<file path="src/rtl/ptp_match_pkg.sv">
package ptp_match_pkg;

    localparam int NUM_PARAMS = 11;
    localparam int NUM_RULES  = 14;
    localparam int RULE_IDX_W = $clog2(NUM_RULES);
    localparam int ENABLE_W   = 6;
    localparam int MAC_W      = 48;
    localparam int ETYPE_W    = 16;
    localparam int IP_W       = 128;
    localparam int PORT_W     = 16;
    localparam int VER_W      = 4;

    // comparator indices
    localparam int P_IP4_A  = 0;
    localparam int P_IP4_B  = 1;
    localparam int P_IP6_A  = 2;
    localparam int P_IP6_B  = 3;
    localparam int P_UDP_A  = 4;
    localparam int P_UDP_B  = 5;
    localparam int P_ET_STD = 6;
    localparam int P_ET_USR = 7;
    localparam int P_MAC_A  = 8;
    localparam int P_MAC_B  = 9;
    localparam int P_MAC_U  = 10;

    localparam logic [31:0]     IP4_A_VAL  = 32'hE000_0181;
    localparam logic [31:0]     IP4_B_VAL  = 32'hE000_006B;
    localparam logic [IP_W-1:0] IP6_B_VAL  = 128'hFF02_0000_0000_0000_0000_0000_0000_006B;
    localparam logic [111:0]    IP6_A_TAIL = 112'h181;
    localparam logic [PORT_W-1:0] UDP_A_VAL = 16'd319;
    localparam logic [PORT_W-1:0] UDP_B_VAL = 16'd320;
    localparam logic [ETYPE_W-1:0] ET_STD_VAL = 16'h88F7;
    localparam logic [MAC_W-1:0] MAC_A_VAL = 48'h01_1B_19_00_00_00;
    localparam logic [MAC_W-1:0] MAC_B_VAL = 48'h01_80_C2_00_00_0E;

    localparam logic [VER_W-1:0] VER_ONE = 4'd1;
    localparam logic [VER_W-1:0] VER_TWO = 4'd2;

    typedef enum logic {DIR_RX = 1'b0, DIR_TX = 1'b1} ptp_dir_e;
    typedef enum logic [1:0] {IPQ_NONE, IPQ_V4, IPQ_V6} ip_qual_e;

    typedef struct packed {
        ptp_dir_e             dir;
        logic [MAC_W-1:0]     mac_da;
        logic [ETYPE_W-1:0]   ethertype;
        logic                 is_ipv4;
        logic                 is_ipv6;
        logic [IP_W-1:0]      ip_da;
        logic [PORT_W-1:0]    udp_dport;
        logic [VER_W-1:0]     ptp_version;
    } frame_hdr_t;

    typedef struct packed {
        logic [NUM_PARAMS-1:0] param_mask;
        logic [NUM_RULES-1:0]  rule_mask;
        logic [ENABLE_W-1:0]   enable;
        logic [ETYPE_W-1:0]    user_ethertype;
        logic [MAC_W-1:0]      user_mac_da;
    } match_cfg_t;

    // first comparator of a rule: an address (IP or MAC)
    function automatic int rule_first(input int r);
        if (r < 4)       return P_IP4_A + (r >> 1);
        else if (r < 8)  return P_IP6_A + ((r - 4) >> 1);
        else if (r < 12) return P_MAC_A + (r & 1);
        else             return P_MAC_U;
    endfunction

    // second comparator of a rule: a UDP port or an Ethertype
    function automatic int rule_second(input int r);
        if (r < 8)       return P_UDP_A + (r & 1);
        else if (r < 12) return P_ET_STD + ((r - 8) >> 1);
        else             return P_ET_STD + (r - 12);
    endfunction

    function automatic ip_qual_e rule_qual(input int r);
        if (r < 4)      return IPQ_V4;
        else if (r < 8) return IPQ_V6;
        else            return IPQ_NONE;
    endfunction

    function automatic logic version_ok(input logic [ENABLE_W-1:0] en,
                                        input ptp_dir_e dir,
                                        input logic [VER_W-1:0] ver);
        logic [2:0] grp;
        grp = (dir == DIR_TX) ? en[5:3] : en[2:0];
        return grp[0] && ((ver == VER_ONE && grp[1]) || (ver == VER_TWO && grp[2]));
    endfunction

endpackage

</file>
<file path="src/rtl/ptp_cfg_regs.sv">
module ptp_cfg_regs
    import ptp_match_pkg::*;
(
    input  logic       clk,
    input  logic       rst,
    input  logic       wr,
    input  match_cfg_t cfg_in,
    output match_cfg_t cfg_q
);
    always_ff @(posedge clk) begin
        if (rst) begin
            cfg_q.param_mask     <= '1;
            cfg_q.rule_mask      <= '1;
            cfg_q.enable         <= '0;
            cfg_q.user_ethertype <= '0;
            cfg_q.user_mac_da    <= '0;
        end else if (wr) begin
            cfg_q <= cfg_in;
        end
    end
endmodule

</file>
<file path="src/rtl/ptp_param_cmp.sv">
module ptp_param_cmp
    import ptp_match_pkg::*;
(
    input  frame_hdr_t             hdr,
    input  match_cfg_t             cfg,
    output logic [NUM_PARAMS-1:0]  param_hit
);
    logic [NUM_PARAMS-1:0] raw;

    always_comb begin
        raw = '0;
        raw[P_IP4_A]  = hdr.is_ipv4 && (hdr.ip_da[31:0] == IP4_A_VAL);
        raw[P_IP4_B]  = hdr.is_ipv4 && (hdr.ip_da[31:0] == IP4_B_VAL);
        raw[P_IP6_A]  = hdr.is_ipv6 && (hdr.ip_da[127:120] == 8'hFF)
                        && (hdr.ip_da[119:116] == 4'h0)
                        && (hdr.ip_da[111:0] == IP6_A_TAIL);
        raw[P_IP6_B]  = hdr.is_ipv6 && (hdr.ip_da == IP6_B_VAL);
        raw[P_UDP_A]  = (hdr.udp_dport == UDP_A_VAL);
        raw[P_UDP_B]  = (hdr.udp_dport == UDP_B_VAL);
        raw[P_ET_STD] = (hdr.ethertype == ET_STD_VAL);
        raw[P_ET_USR] = (hdr.ethertype == cfg.user_ethertype);
        raw[P_MAC_A]  = (hdr.mac_da == MAC_A_VAL);
        raw[P_MAC_B]  = (hdr.mac_da == MAC_B_VAL);
        raw[P_MAC_U]  = (hdr.mac_da == cfg.user_mac_da);
    end

    assign param_hit = raw & ~cfg.param_mask;
endmodule

</file>
<file path="src/rtl/ptp_rule_eval.sv">
module ptp_rule_eval
    import ptp_match_pkg::*;
(
    input  logic [NUM_PARAMS-1:0] param_hit,
    input  logic [NUM_RULES-1:0]  rule_mask,
    input  logic                  is_ipv4,
    input  logic                  is_ipv6,
    output logic [NUM_RULES-1:0]  rule_hit
);
    for (genvar r = 0; r < NUM_RULES; r++) begin : g_rule
        localparam int       PA = rule_first(r);
        localparam int       PB = rule_second(r);
        localparam ip_qual_e QL = rule_qual(r);
        logic qual_ok;
        if (QL == IPQ_V4) begin : g_v4
            assign qual_ok = is_ipv4;
        end else if (QL == IPQ_V6) begin : g_v6
            assign qual_ok = is_ipv6;
        end else begin : g_l2
            assign qual_ok = 1'b1;
        end
        assign rule_hit[r] = param_hit[PA] && param_hit[PB] && qual_ok && !rule_mask[r];
    end
endmodule

</file>
<file path="src/rtl/ptp_prio_pick.sv">
module ptp_prio_pick
    import ptp_match_pkg::*;
(
    input  logic [NUM_RULES-1:0]  rule_hit,
    output logic                  any_hit,
    output logic [RULE_IDX_W-1:0] first_idx
);
    always_comb begin
        any_hit   = 1'b0;
        first_idx = '0;
        for (int i = NUM_RULES - 1; i >= 0; i--) begin
            if (rule_hit[i]) begin
                any_hit   = 1'b1;
                first_idx = RULE_IDX_W'(i);
            end
        end
    end
endmodule

</file>
<file path="src/rtl/ptp_rule_matcher.sv">
module ptp_rule_matcher
    import ptp_match_pkg::*;
(
    input  logic                   clk,
    input  logic                   rst,
    input  logic                   cfg_wr,
    input  logic [NUM_PARAMS-1:0]  cfg_param_mask,
    input  logic [NUM_RULES-1:0]   cfg_rule_mask,
    input  logic [ENABLE_W-1:0]    cfg_enable,
    input  logic [ETYPE_W-1:0]     cfg_user_ethertype,
    input  logic [MAC_W-1:0]       cfg_user_mac_da,
    input  logic                   frm_valid,
    input  logic                   frm_dir,
    input  logic [MAC_W-1:0]       frm_mac_da,
    input  logic [ETYPE_W-1:0]     frm_ethertype,
    input  logic                   frm_is_ipv4,
    input  logic                   frm_is_ipv6,
    input  logic [IP_W-1:0]        frm_ip_da,
    input  logic [PORT_W-1:0]      frm_udp_dport,
    input  logic [VER_W-1:0]       frm_ptp_version,
    output logic                   det_strobe,
    output logic [RULE_IDX_W-1:0]  det_rule
);
    match_cfg_t            cfg_in;
    match_cfg_t            cfg_q;
    frame_hdr_t            hdr;
    logic [NUM_PARAMS-1:0] param_hit;
    logic [NUM_RULES-1:0]  rule_hit;
    logic                  any_hit;
    logic [RULE_IDX_W-1:0] first_idx;
    logic                  accept;

    assign cfg_in.param_mask     = cfg_param_mask;
    assign cfg_in.rule_mask      = cfg_rule_mask;
    assign cfg_in.enable         = cfg_enable;
    assign cfg_in.user_ethertype = cfg_user_ethertype;
    assign cfg_in.user_mac_da    = cfg_user_mac_da;

    assign hdr.dir         = ptp_dir_e'(frm_dir);
    assign hdr.mac_da      = frm_mac_da;
    assign hdr.ethertype   = frm_ethertype;
    assign hdr.is_ipv4     = frm_is_ipv4;
    assign hdr.is_ipv6     = frm_is_ipv6;
    assign hdr.ip_da       = frm_ip_da;
    assign hdr.udp_dport   = frm_udp_dport;
    assign hdr.ptp_version = frm_ptp_version;

    ptp_cfg_regs u_cfg (
        .clk    (clk),
        .rst    (rst),
        .wr     (cfg_wr),
        .cfg_in (cfg_in),
        .cfg_q  (cfg_q)
    );

    ptp_param_cmp u_cmp (
        .hdr       (hdr),
        .cfg       (cfg_q),
        .param_hit (param_hit)
    );

    ptp_rule_eval u_rules (
        .param_hit (param_hit),
        .rule_mask (cfg_q.rule_mask),
        .is_ipv4   (hdr.is_ipv4),
        .is_ipv6   (hdr.is_ipv6),
        .rule_hit  (rule_hit)
    );

    ptp_prio_pick u_pick (
        .rule_hit  (rule_hit),
        .any_hit   (any_hit),
        .first_idx (first_idx)
    );

    assign accept = frm_valid && any_hit
                    && version_ok(cfg_q.enable, hdr.dir, hdr.ptp_version);

    always_ff @(posedge clk) begin
        if (rst) begin
            det_strobe <= 1'b0;
            det_rule   <= '0;
        end else begin
            det_strobe <= accept;
            det_rule   <= accept ? first_idx : '0;
        end
    end
endmodule

</file>
<file path="config.mk">
export PLATFORM = sky130hd
export DESIGN_NAME = ptp_rule_matcher
export DESIGN_NICKNAME = d
export VERILOG_FILES = /design/src/rtl/ptp_match_pkg.sv /design/src/rtl/ptp_cfg_regs.sv /design/src/rtl/ptp_param_cmp.sv /design/src/rtl/ptp_rule_eval.sv /design/src/rtl/ptp_prio_pick.sv /design/src/rtl/ptp_rule_matcher.sv
export SDC_FILE = /design/constraint.sdc
export NUM_CORES = 1
export LEC_CHECK = 0
export ABC_AREA = 1
export BUFFER_PORTS_ARGS = -buffer_cell sky130_fd_sc_hd__clkbuf_2
export CORE_AREA = 3 3 124 126
export CTS_BUF_LIST = sky130_fd_sc_hd__clkbuf_8
export DETAILED_ROUTE_END_ITERATION = 7
export DIE_AREA = 0 0 127 129
export PLACE_DENSITY_LB_ADDON = 0.12
export SLEW_MARGIN = 30
export SYNTH_ARGS = -nofsm -noshare
export SYNTH_HDL_FRONTEND = slang
export SYNTH_SLANG_ARGS = --single-unit
</file>
<file path="constraint.sdc">
create_clock -name clk -period 2.3 [get_ports clk]
set_input_delay 0 -clock clk [delete_from_list [all_inputs] [get_ports clk]]
set_output_delay 0 -clock clk [all_outputs]
set_load 0.03 [all_outputs]
</file>
After elaboration in Yosys (flattened, before gate mapping):

Cells that the tools add are included.

* register bits: 100
* input bits: 314
* word-level logic and storage cells: 122

* equality and inequality tests: 14
* multiplexer cells: 28
* bitwise gates (word level): 3
* reductions and logical operators: 67

Operators by type and width (number)
* 128-bit equality test (second input constant): 1
* 112-bit by 9-bit equality test with 1-bit output (second input constant): 1
* 48-bit by 41-bit equality test with 1-bit output (second input constant): 2
* 32-bit equality test (second input constant): 2
* 48-bit equality test: 1
* 1-bit logical AND: 47
* 16-bit by 9-bit equality test with 1-bit output (second input constant): 2
* 4-bit 2-to-1 mux: 6
* 16-bit equality test: 1
* 16-bit equality test (second input constant): 1
* 1-bit 2-to-1 mux: 15
* 3-bit 2-to-1 mux: 5
* 1-bit logical NOT: 14
* 11-bit bitwise AND: 1
* 11-bit NOT: 1
* 10-bit OR reduction: 1
* 8-bit equality test (second input constant): 1
* 6-bit OR reduction: 1
* 4-bit by 1-bit equality test with 1-bit output (second input constant): 1
* 4-bit by 2-bit equality test with 1-bit output (second input constant): 1
* 4-bit logical NOT: 1
* 2-bit 2-to-1 mux: 2
* 4-bit OR reduction: 1
* 3-bit OR reduction: 1
* 2 further kinds: 2

Longest topological paths before layout:

Gate-level depths: netlist (run 1).

* depth after elaboration: 25
* depth in mapped cells: 20

Modules after synthesis:

A second synthesis (run 1) with hierarchy kept.

* cells, all modules: 1130
* area, all modules: 6273.5 um2

By module, submodules not included
* ptp_cfg_regs: instances 1, cells each 552, area an instance 3696.0 um2
* ptp_param_cmp: instances 1, cells each 459, area an instance 1986.9 um2
* ptp_rule_matcher: instances 1, cells each 39, area an instance 240.2 um2
* ptp_prio_pick: instances 1, cells each 40, area an instance 200.2 um2
* ptp_rule_eval: instances 1, cells each 40, area an instance 150.1 um2

Least setup slack after synthesis (run 1):

No wires, ideal clock.

* kind: register to register
* from: register, netlist name u_cfg.cfg_q[87]
* to: register det_rule[0]
* library setup time: 0.066 ns
* data arrival time: 1.549 ns
* required time: 2.234 ns
* setup slack: 0.685 ns
* cell stages (with the launch flop): 11
* buffers on the path: 0
* clock period less this slack: 1.615 ns
* cell sequence: dfxtp_1 > or4_1 > nor2_1 > nand3_1 > nor2_2 > o21ai_1 > nand2_1 > nor2_1 > nand3_2 > nand3_1 > a21oi_2

* longest elaborated chain between the ends: 17
* elaborated cells on any way between the ends: 27
* classes of those cells: mux: 15; bitwise: 3; reduce/logical: 9

RTL lines
* 11-bit NOT (*): line ptp_param_cmp.sv:27 `assign param_hit = raw & ~cfg.param_mask;`
* 11-bit bitwise AND (*): line ptp_param_cmp.sv:27
* 1-bit logical AND (3 in series): line ptp_rule_eval.sv:22 `assign rule_hit[r] = param_hit[PA] && param_hit[PB] && qual_ok && !rule_mask[r];`
* 1-bit 2-to-1 mux (8 in series): line ptp_prio_pick.sv:12 `if (rule_hit[i]) begin`
* 1-bit logical AND: line ptp_rule_matcher.sv:76 `assign accept = frm_valid && any_hit`
* 1-bit logical AND: line ptp_rule_matcher.sv:77 `&& version_ok(cfg_q.enable, hdr.dir, hdr.ptp_version);`
* 1-bit NOT (no source line)
* 3-bit OR reduction (no source line)
* end signal, assigned: line ptp_rule_matcher.sv:85 `det_rule <= accept ? first_idx : '0;`
* end, declared: line ptp_rule_matcher.sv:22 `output logic [RULE_IDX_W-1:0] det_rule`

Every way passes the cells marked *; elsewhere a longest branch is shown, timed or not.
A chain may end at the register's enable or synchronous reset.

Final worst setup path (run 1):

* from: register, netlist name u_cfg.cfg_q[51]
* to: register det_rule[0]

* longest elaborated chain between the ends: 22
* elaborated cells on any way between the ends: 39
* classes of those cells: eq/ne: 1; mux: 27; bitwise: 2; reduce/logical: 9

RTL lines
* 16-bit equality test (*): line ptp_param_cmp.sv:21 `raw[P_ET_USR] = (hdr.ethertype == cfg.user_ethertype);`
* 11-bit bitwise AND (*): line ptp_param_cmp.sv:27
* 1-bit logical AND (2 in series): line ptp_rule_eval.sv:22
* 1-bit 2-to-1 mux (14 in series): line ptp_prio_pick.sv:12
* 1-bit logical AND: line ptp_rule_matcher.sv:76
* 1-bit logical AND: line ptp_rule_matcher.sv:77
* 1-bit NOT (no source line)
* 3-bit OR reduction (no source line)

Marked as above.

==> results.ini, run 1 <==
[placed_design]
io_buffers=318
pre_cts_slack_ns=0.422
place_hpwl_mm=17.0
place_inst=1410
gp_congestion=0.910
dpl-instance-area_sq_um=7500

[run_status]
status=finished, final reports clean

[critical_path]
crit_required_ns=2.63
critPathLaunchType=flip-flop
rr_startpoint=u_cfg.cfg_q[51]
worstPathArrival_ns=2.21
path_class=reg -> reg
reg2reg_to=det_rule[0]
r2r_setup_slack_ns=0.42
worst_r2r_path_depth=20
critPathMaxFanout=4
end_kind=flip-flop

[grt]
first_global_vias=6924
grt_util_all_layers_pct=25.8
met1_usage_pct=34.8
overflow=0
grt_max_degree=56
antenna_found_initial=0
grt-busiest-layer=met2
grt_util_met2_pct=42.5
grt_pass1_wl_mm=33.7
met3_usage_pct=5.85

[synth]
ys_seq_area_share_pct=35.0
syn-cell-area_sq_um=5720
syn_inst=931
synth-adder-area-share_pct=0
ys_warn_count=0
synth_edf_count=0
syn_avg_cell_area_sq_um=6.15
muxShareOfSynthArea_pct=0
synthXorXnorAreaFrac_pct=1.99
synth_ff_type=dfxtp_1
synth_top_family_by_area=simple AND/OR/NAND/NOR gates
synth-seq-cells=100
synth_compound_area_share_pct=13.6
syn-num-nets=1245
synth_cell_types=34
yosys.area_share.simple_pct=39.0
synth_async_sr_flop_share_pct=0

[power]
leakage_nw=4.45
ir_drop_uv=427
power.total_mw=3.94
p_per_area_nw_per_um2=453

[sta]
holdWs_ns=0.0557
slew_headroom_pct=61.3
fin_skew_ns=0.0112
grt_setup_unrepaired=false
finalSetupViolCount=0
drv_slew=0
fmax_mhz=532
final.period_utilization_pct=81.7
finalWorstSetupSlack_ns=0.422
timing_hold_violations_final=0
finalCriticalPeriod_ns=1.88
setup-tns-final_ns=0
tightest_slew_ns=0.581

[final_layout]
layout_commonest_cell=clkbuf_2
diodes=0
final_util_pct=60.3
postLayoutCellArea_sq_um=8700
areaGrowthSynthToFinish_pct=52.0
nets=1653
drive_gt1_share_pct=28.1
finalNonFillerCells=1528
mostFrequentLayoutCells=clkbuf_2, nand2_1, nor2_1

[die]
dieHeight_um=129
start_util_pct=39.7
ios=319
die_width_um=127
fp-row-count=44
core_region_area_sq_um=14400
dieArea_sq_um=16400

[cts]
cts.clk_slew.worst_paths_ns=0.11
clk_latency_ns=0.38
clock-root-buffer=clkbuf_8
h-tree-depth=3
cts_made_buffers=9
clockBufferDepth=2
cts_resized=0
cts_tree=yes
numClockSinks=100

[drt]
antenna_left=0
wirelength_mm=21.7
vias=7355
drt_iter0_drc=422
avgRoutedWirePerCell_um=14.2
first_pass_iters=6
route.detailed.drc=0
drt-vias-per-instance=4.81

[hold_path]
holdCritStartpoint=frm_dir
min_path_type=in -> reg
worst_hold_path.endpoint=det_rule[0]
hold_depth=4

[run]
drv_cap=0

-- cells in the mapped netlist (all sizes together) (3+ instances only) --
master | n | area share, %
clkbuf | 29 | 1.9
xor2 | 3 | 0.46
a21oi | 59 | 5.3
xnor2 | 10 | 1.5
nand3 | 42 | 3.8
o21ai | 86 | 7.5
o22ai | 3 | 0.33
nor2 | 137 | 9.3
nand4 | 33 | 3.7
dfxtp | 100 | 35
nor3 | 15 | 1.4
inv | 128 | 8.4
nor4 | 36 | 4.2
nand2 | 235 | 15
-- power breakdown --
| part | internal (mW) | total, mW | leakage (nW) | switching [mW] |
|---|---|---|---|---|
| Clock | 0.412 | 1.09 | 0.0950 | 0.680 |
| Combinational | 0.478 | 0.945 | 3.53 | 0.468 |
| Sequential | 1.85 | 1.91 | 0.831 | 0.0597 |
| Total | 2.74 | 3.94 | 4.45 | 1.21 |
-- per-layer routing --
metal / up-vias / share of wire [%] / wire (um)
li1: 3837 / - / -
met1: 3240 / 45 / 9710
met2: 256 / 46 / 10000
met3: 22 / 7.7 / 1660
met4: 0 / 1.5 / 327
met5: - / 0 / 0
-- worst max-delay path, stage by stage, from the launching register on --
cell and delay (ns):
dfxtp_1 0.35, inv_1 0.05, nand2_1 0.05, nand2_1 0.05
nor2_1 0.07, nand2_1 0.05, nor2_1 0.13, nand3_1 0.20
nor2_1 0.14, nand4_1 0.09, nand2_1 0.07, nand2_1 0.05
nand2_1 0.05, nand2_1 0.05, nand2_1 0.05, nand2_1 0.05
nand2_1 0.05, nand2_1 0.04, nand2_1 0.05, nand2_1 0.06
a21oi_2 0.10
-- flip-flops by register name (all words and copies together), names as in the netlist --
| register | flops |
|---|---|
| u_cfg.cfg_q | 95 |
| det_rule | 4 |
| det_strobe | 1 |
-- cell families (layout without fill, tap and decap cells) --
| kind of cell | after synthesis | count (layout) |
|---|---|---|
| xor+xnor | 13 | 13 |
| flops | 100 | 100 |
| buf+inv | 159 | 572 |
| compound gates | 151 | 151 |
| simple gates | 508 | 508 |
-- worst max path at each step --
stage | depth (start not counted) | end | slack (ns) | startpoint
after global placement | 20 | det_rule[0] | 0.48 | u_cfg.cfg_q[49]
after CTS | 20 | det_rule[0] | 0.40 | u_cfg.cfg_q[51]
after floorplan | 10 | det_rule[0] | 0.69 | u_cfg.cfg_q[87]
after global routing | 9 | det_rule[2] | 0.06 | u_cfg.cfg_q[92]
final | 20 | det_rule[0] | 0.42 | u_cfg.cfg_q[51]
after detailed placement | 20 | det_rule[0] | 0.42 | u_cfg.cfg_q[51]
-- timing repair --
action / CTS / global route
setup buffers: 0 / 0
hold buffers: 102 / 0
endpoints found under the hold margin: 95 / 0
-- area by class of cell --
type | instances | area [sq um]
Sequential cell | 100 | 2000
Timing Repair Buffer | 427 | 2680
Multi-Input combinational cell | 672 | 3120
Inverter | 129 | 485
Fill cell | 1465 | 5720
Clock buffer | 9 | 124
Tap cell | 184 | 230
Clock inverter | 7 | 57.6
Power figures use the tool's default switching activity.
==> run 2, diff against run 1 <==
- clock period: 2.3 -> 1.95 ns (I/O delays scaled with it)
==> results.ini, run 2 (same netlist as run 1, synthesis figures left out) <==
[sta]
tightest_slew_ns=0.546
holdWs_ns=0.0368
drv_slew=0
timing_hold_violations_final=0
slew_headroom_pct=63.6
setup-tns-final_ns=0
grt_setup_unrepaired=true
fin_skew_ns=0.0155
final.period_utilization_pct=96.4
finalSetupViolCount=0
finalWorstSetupSlack_ns=0.0701
finalCriticalPeriod_ns=1.88
fmax_mhz=532

[hold_path]
min_path_type=in -> reg
holdCritStartpoint=rst
hold_depth=3
worst_hold_path.endpoint=u_cfg.cfg_q[94]

[power]
p_int_mw=3.24
ir_drop_uv=421
power.total_mw=4.64
leakage_nw=4.46
p_sw_share_pct=30.0
p_per_area_nw_per_um2=529
p_clk_share_pct=27.2
seq_power_share_pct=48.6
p_comb_share_pct=24.2
power.switching_mw=1.39

[cts]
h-tree-depth=3
clk_latency_ns=0.39
numClockSinks=100
clock-root-buffer=clkbuf_8
cts_tree=yes
cts.clk_slew.worst_paths_ns=0.09
cts_setup_buffers=0
clockBufferDepth=2
cts_made_buffers=9

[critical_path]
worstPathArrival_ns=2.20
end_kind=flip-flop
crit_required_ns=2.27
r2r_setup_slack_ns=0.07
path_class=reg -> reg
reg2reg_to=det_rule[2]
worst_r2r_path_depth=11
critPathLaunchType=flip-flop
critPathMaxFanout=3
rr_startpoint=u_cfg.cfg_q[0]

[die]
fp-row-count=44
dieArea_sq_um=16400
start_util_pct=39.7
dieHeight_um=129
die_width_um=127
ios=319
core_region_area_sq_um=14400

[drt]
wirelength_mm=21.7
antenna_left=0
drt_iter0_drc=482
route.detailed.drc=0
vias=7355
avgRoutedWirePerCell_um=14.2
first_pass_iters=5
drt-vias-per-instance=4.81

[final_layout]
final_util_pct=60.8
nets=1654
drive_gt1_share_pct=29.8
top_regs=u_cfg.cfg_q (95), det_rule (4), det_strobe (1)
postLayoutCellArea_sq_um=8770
mostFrequentLayoutCells=clkbuf_2, nand2_1, nor2_1
finalNonFillerCells=1530
largest_reg_flops=95
areaGrowthSynthToFinish_pct=53.2
regMostFlops=u_cfg.cfg_q
layout_commonest_cell=clkbuf_2

[placed_design]
place_hpwl_mm=17.1
dpl-instance-area_sq_um=7520
place_inst=1412
pre_cts_slack_ns=0.0199
io_buffers=318
gp_congestion=0.938

[run]
drv_cap=0

[run_status]
status=finished, final reports clean

[grt]
antenna_found_initial=2
grt_pass1_wl_mm=33.1
overflow=0
grt_util_all_layers_pct=25.4
first_global_vias=6856
grt_max_degree=71

## run 2: cell types whose count changed in the layout (fill, tap and decap cells not counted), moves of 2 or more
cell and delta:
inv_1 -2, dfxtp_2 +9, clkinv_2 +2, nand3_2 +2
nand2_1 -4, nand3_1 -2, nand2_2 +4, inv_2 +2
dfxtp_1 -9, nor2_2 +3, inv_6 -4, nor2_1 -4
## run 2: critical path: stages (launching register included)
cell and delay, ns:
dfxtp_1 0.34, xnor2_1 0.17, nand2_1 0.07, nor2_1 0.19
nand3_2 0.13, nor4_2 0.36, nand2_1 0.14, inv_2 0.06
nor3_1 0.06, nand3_2 0.10, nand4_2 0.10, nor2_1 0.11
## run 2: worst max-delay path by stage
| stage | from | endpoint | slack, ns | cells past startpoint |
|---|---|---|---|---|
| 3_3_place_gp | u_cfg.cfg_q[2] | det_rule[3] | 0.07 | 11 |
| 4_1_cts | u_cfg.cfg_q[49] | det_rule[0] | 0.07 | 20 |
| 2_1_floorplan | u_cfg.cfg_q[87] | det_rule[0] | 0.34 | 10 |
| 3_5_place_dp | u_cfg.cfg_q[0] | det_rule[2] | 0.02 | 11 |
| 6_report | u_cfg.cfg_q[0] | det_rule[2] | 0.07 | 11 |
| 5_1_grt | u_cfg.cfg_q[12] | det_rule[0] | -0.13 | 20 |
## run 2: power groups by stage
stage | Sequential (mW) | Clock (mW) | Combinational (mW)
after detailed placement | 2.30 | 0 | 0.941
after CTS | 2.25 | 1.30 | 1.11
after global routing | 2.27 | 1.38 | 1.26
after global placement | 2.29 | 0 | 0.937
after floorplan | 2.28 | 0 | 0.456
final | 2.25 | 1.26 | 1.12
## run 2: metal layers
layer | up-vias | track usage (%) | wire length, um
li1 | 3836 | - | -
met1 | 3232 | 34.4 | 9700
met2 | 262 | 41.5 | 10100
met3 | 23 | 6.52 | 1670
met4 | 2 | 4.67 | 259
met5 | - | 0 | 13
## run 2: timing repair
item / CTS / global route
hold buffers: 101 / 0
endpoints found under the hold margin: 95 / 0
gates resized for setup: 1 / 23
pin swaps: 0 / 4
setup endpoints to repair: 1 / 5
## run 2: layout make-up
class                   count  area [sq um]
well taps                 184           230
fillers                  1414          5660
flip-flops and latches    100          2010
clock inverters             6          40.0
inverters                 129           485
diodes                      1          2.50
clock buffers              10           138
repair buffers            428          2700
multi-input cells         672          3160
==> run 3, diff against run 2 <==
- ABC_AREA: 1 -> default
- CORE_AREA: 3 3 124 126 -> 3 3 122 124
- DIE_AREA: 0 0 127 129 -> 0 0 125 127
- MAX_ROUTING_LAYER: default -> met4
==> results.ini, run 3 <==
[drt]
avgRoutedWirePerCell_um=17.9
route.detailed.drc=0
first_pass_iters=5
vias=6060
wirelength_mm=21.7
drt_iter0_drc=217
drt-vias-per-instance=4.98
wl_met2_mm=11.0
antenna_left=0
m1WireLength_mm=8.84
met3WireLength_mm=1.33
top_layer=met4

[placed_design]
place_hpwl_mm=17.5
place_inst=1104
io_buffers=318
gp_congestion=1.01

[synth]
ys_warn_count=0
syn_inst=572
synth_ff_type=dfxtp_1
muxShareOfSynthArea_pct=17.7
synth-seq-cells=100
syn_avg_cell_area_sq_um=9.11
synth_edf_count=0
syn-num-nets=886
synth_async_sr_flop_share_pct=0
synthTopCellsByArea=dfxtp_1, mux2i_1, nor2_1
synthXorXnorAreaFrac_pct=8.91
yosys.area_share.simple_pct=27.0
yosysTopAreaCellShare_pct=38.4
synth_compound_area_share_pct=5.55
synth-adder-area-share_pct=0
yosysMostFrequentCell=dfxtp_1
ys_seq_area_share_pct=38.4
synth_top_family_by_area=simple AND/OR/NAND/NOR gates
synth_cell_types=51
ys_top_cells_by_count=dfxtp_1, mux2i_1, nor2_1
syn-cell-area_sq_um=5210
yosys.area.top_type=dfxtp_1

[critical_path]
slowest_delay_ns=0.48
critPathLaunchType=flip-flop
path_cells=nor4bb_2 > nand4_1 > or4_1 > or3b_1 > o31ai_1 > o21ai_1 > a211oi_2
end_kind=flip-flop
critPathTopFamily=simple AND/OR/NAND/NOR gates
path_class=reg -> reg
crit_required_ns=2.27
crit_buf_inv=0
critPathSlowestCell=or4_1
critPathMaxFanout=2
worstPathArrival_ns=2.40

[cts]
cts_setup_buffers=0
cts.clk_slew.worst_paths_ns=0.10
cts_tree=yes
h-tree-depth=3
clockBufferDepth=2
cts_made_buffers=9
clock-root-buffer=clkbuf_8
clk_latency_ns=0.39
numClockSinks=100

[run_status]
status=finished with violations
violations=negative setup slack

[sta]
timing_hold_violations_final=0
grt_setup_unrepaired=true
finalSetupViolCount=1
fmax_mhz=480
fin_skew_ns=0.0125
slew_headroom_pct=65.2
finalWorstSetupSlack_ns=-0.134
final.period_utilization_pct=107
finalCriticalPeriod_ns=2.08
drv_slew=0
tightest_slew_ns=0.523

[final_layout]
drive_gt1_share_pct=38.9
areaGrowthSynthToFinish_pct=64.4
mostFrequentLayoutCells=clkbuf_2, dfxtp_1, dlygate4sd3_1
layout_commonest_cell=clkbuf_2
top_regs=u_cfg.cfg_q (95), det_rule (4), det_strobe (1)
regMostFlops=u_cfg.cfg_q
finalNonFillerCells=1216
largest_reg_flops=95
nets=1344

[grt]
grt_pass1_wl_mm=33.4
overflow=0
grt_max_degree=72
grt_util_all_layers_pct=27.3
antenna_found_initial=1
first_global_vias=6429

[power]
ir_drop_uv=564
p_per_area_nw_per_um2=543
leakage_nw=4.13
power.total_mw=4.65

[die]
start_util_pct=37.5
dieArea_sq_um=15900
core_region_area_sq_um=13900
dieHeight_um=127
fp-row-count=43
die_width_um=125
ios=319

[hold_path]
min_path_type=in -> reg

[run]
drv_cap=0

==> run 3: changes by cell type in the layout (fill, tap and decap cells not counted), moves of 46 or more <==
cell,before,now
a21oi_1,57,2
buf_4,7,54
inv_1,103,13
mux2i_1,0,92
nand2_1,231,37
nor2_1,128,82
o21ai_0,82,2
==> run 3: worst paths after layout <==
path                 startpoint         endpoint  slack [ns]  cells after the start
max             u_cfg.cfg_q[93]      det_rule[0]       -0.13                      7
min          frm_ptp_version[1]       det_strobe        0.07                      3
max reg2reg     u_cfg.cfg_q[93]      det_rule[0]       -0.13                      7
min reg2reg     u_cfg.cfg_q[86]  u_cfg.cfg_q[86]        0.48                      2
==> run 3: cell type report <==
type                       instances  area, sq um
fill                            1233         5320
multi-input combinational        438         3110
timing repair buffer             468         2980
sequential                       100         2000
tap                              180          225
clock buffer                      10          138
clock inverter                     6         53.8
inverter                          13         48.8
antenna                            1         2.50
==> run 3: repair_timing <==
item | in CTS | in global routing
hold endpoints to repair | 95 | 0
hold buffers | 95 | 0
pin swaps | 6 | 3
endpoints found under the setup margin | 4 | 5
gates resized for setup | 1 | 6
==> run 3: power breakdown <==
part           switching [mW]  total [mW]  internal (mW)
clock network           0.809        1.33          0.521
registers              0.0828        2.24           2.16
logic                   0.450        1.08          0.627
==> run 3: kinds of logic after synthesis <==
kind of cell | Yosys count
AOI/OAI and AO/OA | 37
muxes | 92
DFF | 100
xor gates and xnor gates | 53
and+or+nand+nor | 256
buffers and inverters | 34
==> run 3: through the flow <==
stage               TNS, ns  area [sq um]  hold WS (ns)  worst slack, ns  utilization [%]
floorplan                 0          5210         0.128           0.0277                -
global placement     -0.556          7390         0.222           -0.183             53.2
detailed placement   -0.527          7390         0.229           -0.193             53.2
CTS                  -0.285          8530        0.0689           -0.165             61.5
global route         -0.845          8560         0.112           -0.270             61.7
finish               -0.134          8560        0.0664           -0.134             61.7
==> run 3: worst register-to-register path, cell delays in order (launching register included) <==
cell and delay (ns):
dfxtp_1 0.34, nor4bb_2 0.28, nand4_1 0.13, or4_1 0.48, or3b_1 0.42, o31ai_1 0.09
o21ai_1 0.11, a211oi_2 0.17
==> run 3: metal layers <==
metal  global-route usage, %  vias up
met5                       -        -
met4                    8.10        0
met3                    5.77       44
met2                    47.4      259
met1                    32.1     2760
li1                        -     2997
